File: src/rtl/pwm_guard_pkg.sv
package pwm_guard_pkg;

    localparam int DT_W      = 8;               // guard code width
    localparam int DIV_W     = 2;               // division select width
    localparam int MAX_SHIFT = 2;               // largest division is 2**MAX_SHIFT
    localparam int UNIT_W    = DT_W + 2;        // widest decoded count (16*63)
    localparam int CNT_W     = UNIT_W + MAX_SHIFT;

    typedef struct packed {
        logic [DT_W-1:0]  dt;
        logic [DIV_W-1:0] div;
        logic             brk_en;
        logic             brk_pol;
        logic             auto_on;
        logic             run_off;
        logic             idle_off;
        logic             idle_main;
        logic             idle_comp;
        logic             en_main;
        logic             en_comp;
    } guard_cfg_t;

    // Piecewise decoding of the guard code, then scaling by the division.
    function automatic logic [CNT_W-1:0] guard_cycles(input logic [DT_W-1:0] code,
                                                      input logic [DIV_W-1:0] div);
        logic [CNT_W-1:0] units;
        if (!code[7])
            units = CNT_W'(code[6:0]);
        else if (!code[6])
            units = CNT_W'({1'b1, code[5:0]}) << 1;
        else if (!code[5])
            units = CNT_W'({1'b1, code[4:0]}) << 3;
        else
            units = CNT_W'({1'b1, code[4:0]}) << 4;
        case (div)
            2'd0:    guard_cycles = units;
            2'd1:    guard_cycles = units << 1;
            default: guard_cycles = units << MAX_SHIFT;
        endcase
    endfunction

endpackage

File: src/rtl/pwm_guard_cfg.sv
module pwm_guard_cfg
    import pwm_guard_pkg::*;
(
    input  logic       clk,
    input  logic       rst_n,
    input  logic       wr_i,
    input  guard_cfg_t wdata_i,
    input  logic       lock_i,
    output guard_cfg_t cfg_o,
    output logic       lock_o
);

    typedef struct packed {
        guard_cfg_t cfg;
        logic       lock;
    } cfg_state_t;

    cfg_state_t st_d, st_q;

    always_comb begin
        st_d = st_q;
        if (wr_i && !st_q.lock) begin
            st_d.cfg  = wdata_i;
            st_d.lock = lock_i;
        end
    end

    always_ff @(posedge clk) begin
        if (!rst_n) st_q <= '0;
        else        st_q <= st_d;
    end

    assign cfg_o  = st_q.cfg;
    assign lock_o = st_q.lock;

endmodule

File: src/rtl/pwm_guard_dtgen.sv
module pwm_guard_dtgen #(
    parameter int CNT_W = 12
) (
    input  logic             clk,
    input  logic             rst_n,
    input  logic             ref_i,
    input  logic [CNT_W-1:0] dly_i,
    output logic             main_act_o,
    output logic             comp_act_o
);

    typedef struct packed {
        logic             ref_seen;
        logic [CNT_W-1:0] cnt;
        logic             main_act;
        logic             comp_act;
    } dt_state_t;

    dt_state_t st_d, st_q;

    always_comb begin
        st_d = st_q;
        if (ref_i != st_q.ref_seen) begin
            // Reference edge: the leaving output drops now.
            st_d.ref_seen = ref_i;
            if (dly_i == '0) begin
                st_d.cnt      = '0;
                st_d.main_act = ref_i;
                st_d.comp_act = !ref_i;
            end else begin
                st_d.cnt      = dly_i;
                st_d.main_act = 1'b0;
                st_d.comp_act = 1'b0;
            end
        end else if (st_q.cnt > CNT_W'(1)) begin
            st_d.cnt = st_q.cnt - CNT_W'(1);
        end else begin
            // Guard interval over (or steady state): follow the reference.
            st_d.cnt      = '0;
            st_d.main_act = st_q.ref_seen;
            st_d.comp_act = !st_q.ref_seen;
        end
    end

    always_ff @(posedge clk) begin
        if (!rst_n) st_q <= '0;
        else        st_q <= st_d;
    end

    assign main_act_o = st_q.main_act;
    assign comp_act_o = st_q.comp_act;

endmodule

File: src/rtl/pwm_guard_brk.sv
module pwm_guard_brk (
    input  logic clk,
    input  logic rst_n,
    input  logic brk_i,
    input  logic brk_en_i,
    input  logic brk_pol_i,
    input  logic auto_i,
    input  logic upd_i,
    input  logic moe_wr_i,
    input  logic moe_val_i,
    input  logic flag_clr_i,
    output logic moe_o,
    output logic flag_o
);

    typedef struct packed {
        logic moe;
        logic flag;
    } brk_state_t;

    brk_state_t st_d, st_q;
    logic       brk_act;

    assign brk_act = brk_en_i && (brk_i == brk_pol_i);

    always_comb begin
        st_d = st_q;
        if (brk_act) begin
            st_d.moe  = 1'b0;
            st_d.flag = 1'b1;
        end else begin
            if (moe_wr_i)
                st_d.moe = moe_val_i;
            else if (auto_i && upd_i && !st_q.moe)
                st_d.moe = 1'b1;
            if (flag_clr_i)
                st_d.flag = 1'b0;
        end
    end

    always_ff @(posedge clk) begin
        if (!rst_n) st_q <= '0;
        else        st_q <= st_d;
    end

    assign moe_o  = st_q.moe;
    assign flag_o = st_q.flag;

endmodule

File: src/rtl/pwm_guard_outmux.sv
module pwm_guard_outmux
    import pwm_guard_pkg::*;
(
    input  logic       moe_i,
    input  guard_cfg_t cfg_i,
    input  logic       main_act_i,
    input  logic       comp_act_i,
    output logic       main_o,
    output logic       main_oe_o,
    output logic       comp_o,
    output logic       comp_oe_o
);

    localparam int LANES = 2;   // lane 0 = main, lane 1 = complementary

    logic [LANES-1:0] en, act, idl, pin, oe;

    assign en  = {cfg_i.en_comp,   cfg_i.en_main};
    assign act = {comp_act_i,      main_act_i};
    assign idl = {cfg_i.idle_comp, cfg_i.idle_main};

    for (genvar g = 0; g < LANES; g++) begin : g_lane
        logic p, o;
        always_comb begin
            p = 1'b0;
            o = 1'b0;
            if (moe_i) begin
                if (en[g]) begin
                    o = 1'b1;
                    p = act[g];
                end else if (cfg_i.run_off && en[LANES-1-g]) begin
                    o = 1'b1;
                end
            end else if (cfg_i.idle_off) begin
                o = 1'b1;
                p = idl[g];
            end
        end
        assign pin[g] = p;
        assign oe[g]  = o;
    end

    assign main_o    = pin[0];
    assign main_oe_o = oe[0];
    assign comp_o    = pin[1];
    assign comp_oe_o = oe[1];

endmodule

File: src/rtl/pwm_pair_guard.sv
module pwm_pair_guard
    import pwm_guard_pkg::*;
(
    input  logic             clk,
    input  logic             rst_n,
    input  logic             ref_i,
    input  logic             brk_i,
    input  logic             upd_i,
    input  logic             moe_wr_i,
    input  logic             moe_val_i,
    input  logic             flag_clr_i,
    input  logic             cfg_wr_i,
    input  logic [DT_W-1:0]  cfg_dt_i,
    input  logic [DIV_W-1:0] cfg_div_i,
    input  logic             cfg_brk_en_i,
    input  logic             cfg_brk_pol_i,
    input  logic             cfg_auto_i,
    input  logic             cfg_run_off_i,
    input  logic             cfg_idle_off_i,
    input  logic             cfg_idle_main_i,
    input  logic             cfg_idle_comp_i,
    input  logic             cfg_en_main_i,
    input  logic             cfg_en_comp_i,
    input  logic             cfg_lock_i,
    output logic             main_o,
    output logic             main_oe_o,
    output logic             comp_o,
    output logic             comp_oe_o,
    output logic             brk_flag_o
);

    guard_cfg_t       wdata, cfg;
    logic             lock;
    logic             moe;
    logic             main_act, comp_act;
    logic [CNT_W-1:0] dly;

    always_comb begin
        wdata.dt        = cfg_dt_i;
        wdata.div       = cfg_div_i;
        wdata.brk_en    = cfg_brk_en_i;
        wdata.brk_pol   = cfg_brk_pol_i;
        wdata.auto_on   = cfg_auto_i;
        wdata.run_off   = cfg_run_off_i;
        wdata.idle_off  = cfg_idle_off_i;
        wdata.idle_main = cfg_idle_main_i;
        wdata.idle_comp = cfg_idle_comp_i;
        wdata.en_main   = cfg_en_main_i;
        wdata.en_comp   = cfg_en_comp_i;
    end

    pwm_guard_cfg u_cfg (
        .clk     (clk),
        .rst_n   (rst_n),
        .wr_i    (cfg_wr_i),
        .wdata_i (wdata),
        .lock_i  (cfg_lock_i),
        .cfg_o   (cfg),
        .lock_o  (lock)
    );

    assign dly = guard_cycles(cfg.dt, cfg.div);

    pwm_guard_dtgen #(.CNT_W(CNT_W)) u_dtgen (
        .clk        (clk),
        .rst_n      (rst_n),
        .ref_i      (ref_i),
        .dly_i      (dly),
        .main_act_o (main_act),
        .comp_act_o (comp_act)
    );

    pwm_guard_brk u_brk (
        .clk        (clk),
        .rst_n      (rst_n),
        .brk_i      (brk_i),
        .brk_en_i   (cfg.brk_en),
        .brk_pol_i  (cfg.brk_pol),
        .auto_i     (cfg.auto_on),
        .upd_i      (upd_i),
        .moe_wr_i   (moe_wr_i),
        .moe_val_i  (moe_val_i),
        .flag_clr_i (flag_clr_i),
        .moe_o      (moe),
        .flag_o     (brk_flag_o)
    );

    pwm_guard_outmux u_outmux (
        .moe_i      (moe),
        .cfg_i      (cfg),
        .main_act_i (main_act),
        .comp_act_i (comp_act),
        .main_o     (main_o),
        .main_oe_o  (main_oe_o),
        .comp_o     (comp_o),
        .comp_oe_o  (comp_oe_o)
    );

endmodule

File: config.mk
export PLATFORM = sky130hd
export DESIGN_NAME = pwm_pair_guard
export DESIGN_NICKNAME = d
export VERILOG_FILES = /design/src/rtl/pwm_guard_pkg.sv /design/src/rtl/pwm_guard_cfg.sv /design/src/rtl/pwm_guard_dtgen.sv /design/src/rtl/pwm_guard_brk.sv /design/src/rtl/pwm_guard_outmux.sv /design/src/rtl/pwm_pair_guard.sv
export SDC_FILE = /design/constraint.sdc
export NUM_CORES = 1
export LEC_CHECK = 0
export ABC_AREA = 0
export ABC_CLOCK_PERIOD_IN_PS = 4600
export BUFFER_PORTS_ARGS = -buffer_cell sky130_fd_sc_hd__buf_2
export CELL_PAD_IN_SITES_DETAIL_PLACEMENT = 1
export CELL_PAD_IN_SITES_GLOBAL_PLACEMENT = 1
export CORE_AREA = 2 2 87 98
export CTS_CLUSTER_DIAMETER = 60
export CTS_CLUSTER_SIZE = 40
export DETAILED_ROUTE_END_ITERATION = 8
export DIE_AREA = 0 0 89 100
export HOLD_SLACK_MARGIN = 0.03
export PLACE_DENSITY = 0.67
export SYNTH_ARGS = -nofsm -noshare
export SYNTH_HDL_FRONTEND = slang
export SYNTH_SLANG_ARGS = --single-unit
File: constraint.sdc
create_clock -name clk -period 4.6 [get_ports clk]
set_clock_uncertainty 0.1 [all_clocks]
set_input_delay 0.23 -clock clk [delete_from_list [all_inputs] [get_ports clk]]
set_output_delay 0.23 -clock clk [all_outputs]
set_load 0.005 [all_outputs]
==> impl_results.md <==
- CTS root buf: clkbuf_8
- CP Buf/Inv Count: 0
- CP Cell Sequence: or3_4 -> or4_4 -> nor4_4 -> nand2b_1 -> o2111ai_1 -> o21ai_0
- Slowest-stage cell, CP: nor4_4
- TritonCTS clock tree: done
- Cell area after synthesis: 2310 um2
- WS Path Type: flop to flop
- DP Worst Slack: 2.14 ns
- Post-CTS Resized: 0
- Area contributors post-synth: dfxtp_1, nand2_1, a21boi_0
- Crit path to: u_dtgen.main_act_o
- Residual DRC count: 0
- Syn_nets: 331
- RSZ-0062 raised after global routing: false
- Fillers: roughly 1000
- Num rows: 35
- Yosys warns: 0
- Max-slew headroom: about 45%
- Worst Tran Pin Value: 0.820 ns
- I/O Buffers: 33
- Global-route wire length before repair: 10.6 mm
- Yosys top cell by area: dfxtp_1
- Max cap viols: 0
- Hold WC Path Type: input port to flop
- Die area: 8900 um2
- Predominant post-synthesis flop cell: dfxtp_1
- CTS buffer count: 5
- Final Hold Fails: 0
- Max H-tree Level: 2
- Most common cell in the synthesized netlist: nand2_1
- Critical Path AT: 2.54 ns
- Largest net degree at the start of global routing: 40
- Max IR drop VDD: 0.144 mV
- GP Congestion: around 0.94
- WHS Path Cells: 3
- Crit share post-route: 53.4%
- EDFF count, synth: 0
- Worst r2r dst: u_dtgen.main_act_o
- Depth of the most critical reg-to-reg path: 6
- Reg-to-reg setup timing slack: 2.14 ns
- Initial Util: 28.7%
- Clock slew at reported path FFs: 0.08 ns
- Residual overflow from global routing: 0
- Netlist cell types: 57
- Vert. Die Dim: 100 um
- Top delay family on crit path: simple AND/OR/NAND/NOR gates
- Clock Path Buffers: 2
- Max Transition Viols Final: 0
- Antenna cells: 0
- Die W: 89 um
- Hpwl dp: 4.49 mm
- Worst setup path startpoint: u_dtgen.st_q[7]
- Syn avg cell area: just under 8 um2
- Cell count after synthesis: 300
- Via count: roughly 2200
- CP required: approximately 4.7 ns
- CP max stage delay: 0.71 ns
- Wire per inst: between 10 and 15 um
- Post-route ant nets: 0
- Antenna violations before repair: 0
- Area Growth Syn to Fin: 14.7%
- Routed wire length: 6.15 mm
- Reg-to-reg startpoint: u_dtgen.st_q[7]
- Core Area: 8060 um2
- Post-synth top cells: nand2_1, dfxtp_1, a21boi_0
- Flops & latches, synth: 37
- Nets@finish: approximately 350
- Leakage: just under 1 nW
- Post-CTS setup buffer count: 0
- Async SR Flop Fraction: 0%
- Setup ws final: 2.14 ns
- Vias in the first global route: ~2100
- CTS Hold Bufs: 0
- Share of the synthesized area in the top cell type: 32.0%
- Crit end category: flop
- # IOs: 34
- Nature of the critical path startpoint: flop
- Worst path depth: 6
- Final setup fails: 0
- First DRT Iteration DRCs: 66
- Setup TNS: 0 ns
- Run status: completed
- Top fanout value on the critical path: 15
- Vias per inst: approximately 5
- Fmax: 0.407 GHz
- Clock Sinks: 37
- Iteration count of the initial detailed-routing pass: 4
- Crit path time final: between 2 and 2.5 ns
- Clk_lat worst skew: ~0.3 ns
- Layout cells sized above 1: approximately 17%
- Seq/Total Area, Yosys: 32.0%
- Overall Global Routing Usage: 15.1%
- PwrDens: 365 nW/um2
## cells by family (layout without fill, tap and decap cells)
logic type      after synthesis  in the layout  synth area share [%]
buf+inv                      30             52                  5.79
fa+ha+maj                     2              2                  1.08
flops                        37             37                  32.0
mux                           5              5                  2.33
compound gates               83             83                  25.0
xor+xnor                      9              9                  3.41
simple gates                134            134                  30.3
## worst min path at each step
stage,start,endpoint,slack (ns)
2_1_floorplan,ref_i,u_dtgen.st_q[14],0.25
4_1_cts,cfg_idle_comp_i,u_cfg.cfg_o[2],0.07
3_3_place_gp,u_cfg.cfg_o[8],u_cfg.cfg_o[8],0.35
6_report,cfg_idle_off_i,u_cfg.cfg_o[4],0.07
5_1_grt,cfg_idle_comp_i,u_cfg.cfg_o[2],0.08
3_5_place_dp,u_cfg.cfg_o[3],u_cfg.cfg_o[3],0.36
## registers in the layout (all words and copies together) (netlist names)
name                flops
u_brk.flag_o            1
u_cfg.lock_o            1
u_cfg.cfg_o            19
u_brk.moe_o             1
u_dtgen.comp_act_o      1
u_dtgen.main_act_o      1
u_dtgen.st_q           13
## where the power goes
group	switching, mW	total (mW)	internal [mW]
registers	0.0443	0.398	0.353
logic	0.145	0.270	0.125
clock network	0.125	0.301	0.176
total	0.314	0.969	0.655
## cells in the final DEF, fill, tap and decap left out, types with 3 or more instances in the layout
cell        n
nor2_1     12
and3_1      3
nand2_1    58
mux2_2      3
buf_2      33
nor3_1     11
a32oi_1     3
o21ai_0    11
dfxtp_1    37
o21ai_1     3
nand3b_1    6
clkbuf_8    6
or2_2       3
nand2b_1    4
o211ai_1    4
o21a_1      4
nand3_1     3
nor3b_1     3
xnor2_1     7
a21boi_0   21
a21oi_1    11
nor2b_1    11
a31oi_1     5
and2_1      5
o2111ai_1   3
inv_1       9
## stage by stage
| step | util, % | cells | cell area, um2 | hold slack [ns] | power, mW |
|---|---|---|---|---|---|
| after floorplan | - | 300 | 2310 | 0.252 | 0.614 |
| after global placement | 31.4 | 425 | 2530 | 0.353 | 0.669 |
| after detailed placement | 31.4 | 425 | 2530 | 0.362 | 0.677 |
| after CTS | 32.9 | 433 | 2650 | 0.0726 | 0.983 |
| after global routing | 32.9 | 433 | 2650 | 0.0780 | 1.04 |
| final | 32.9 | 433 | 2650 | 0.0724 | 0.969 |
## routing by layer
| metal | vias to the layer above | GRT usage (%) | part of all wire, % |
|---|---|---|---|
| met3 | 11 | 2.80 | 2.9 |
| met2 | 36 | 23.4 | 46 |
| li1 | 1100 | - | - |
| met4 | 0 | 5.51 | 2.1 |
| met1 | 1009 | 20.7 | 49 |
| met5 | - | 0 | 0 |
## layout make-up
type / count / area (um2) / share of cell area (%)
clock buffer: 6 / 82.6 / 3.11
inverter: 9 / 33.8 / 1.27
tap: 111 / 139 / 5.24
multi-input combinational: 233 / 1440 / 54.2
clock inverter: 2 / 37.5 / 1.42
timing repair buffer: 35 / 180 / 6.79
sequential: 37 / 741 / 27.9
## worst reg2reg max path, cell delays in order, from the launching register on
cell,delay (ns)
dfxtp_1,0.34
or3_4,0.40
or4_4,0.46
nor4_4,0.71
nand2b_1,0.12
o2111ai_1,0.12
o21ai_0,0.09
No activity file was read; power rests on OpenSTA's default activity.
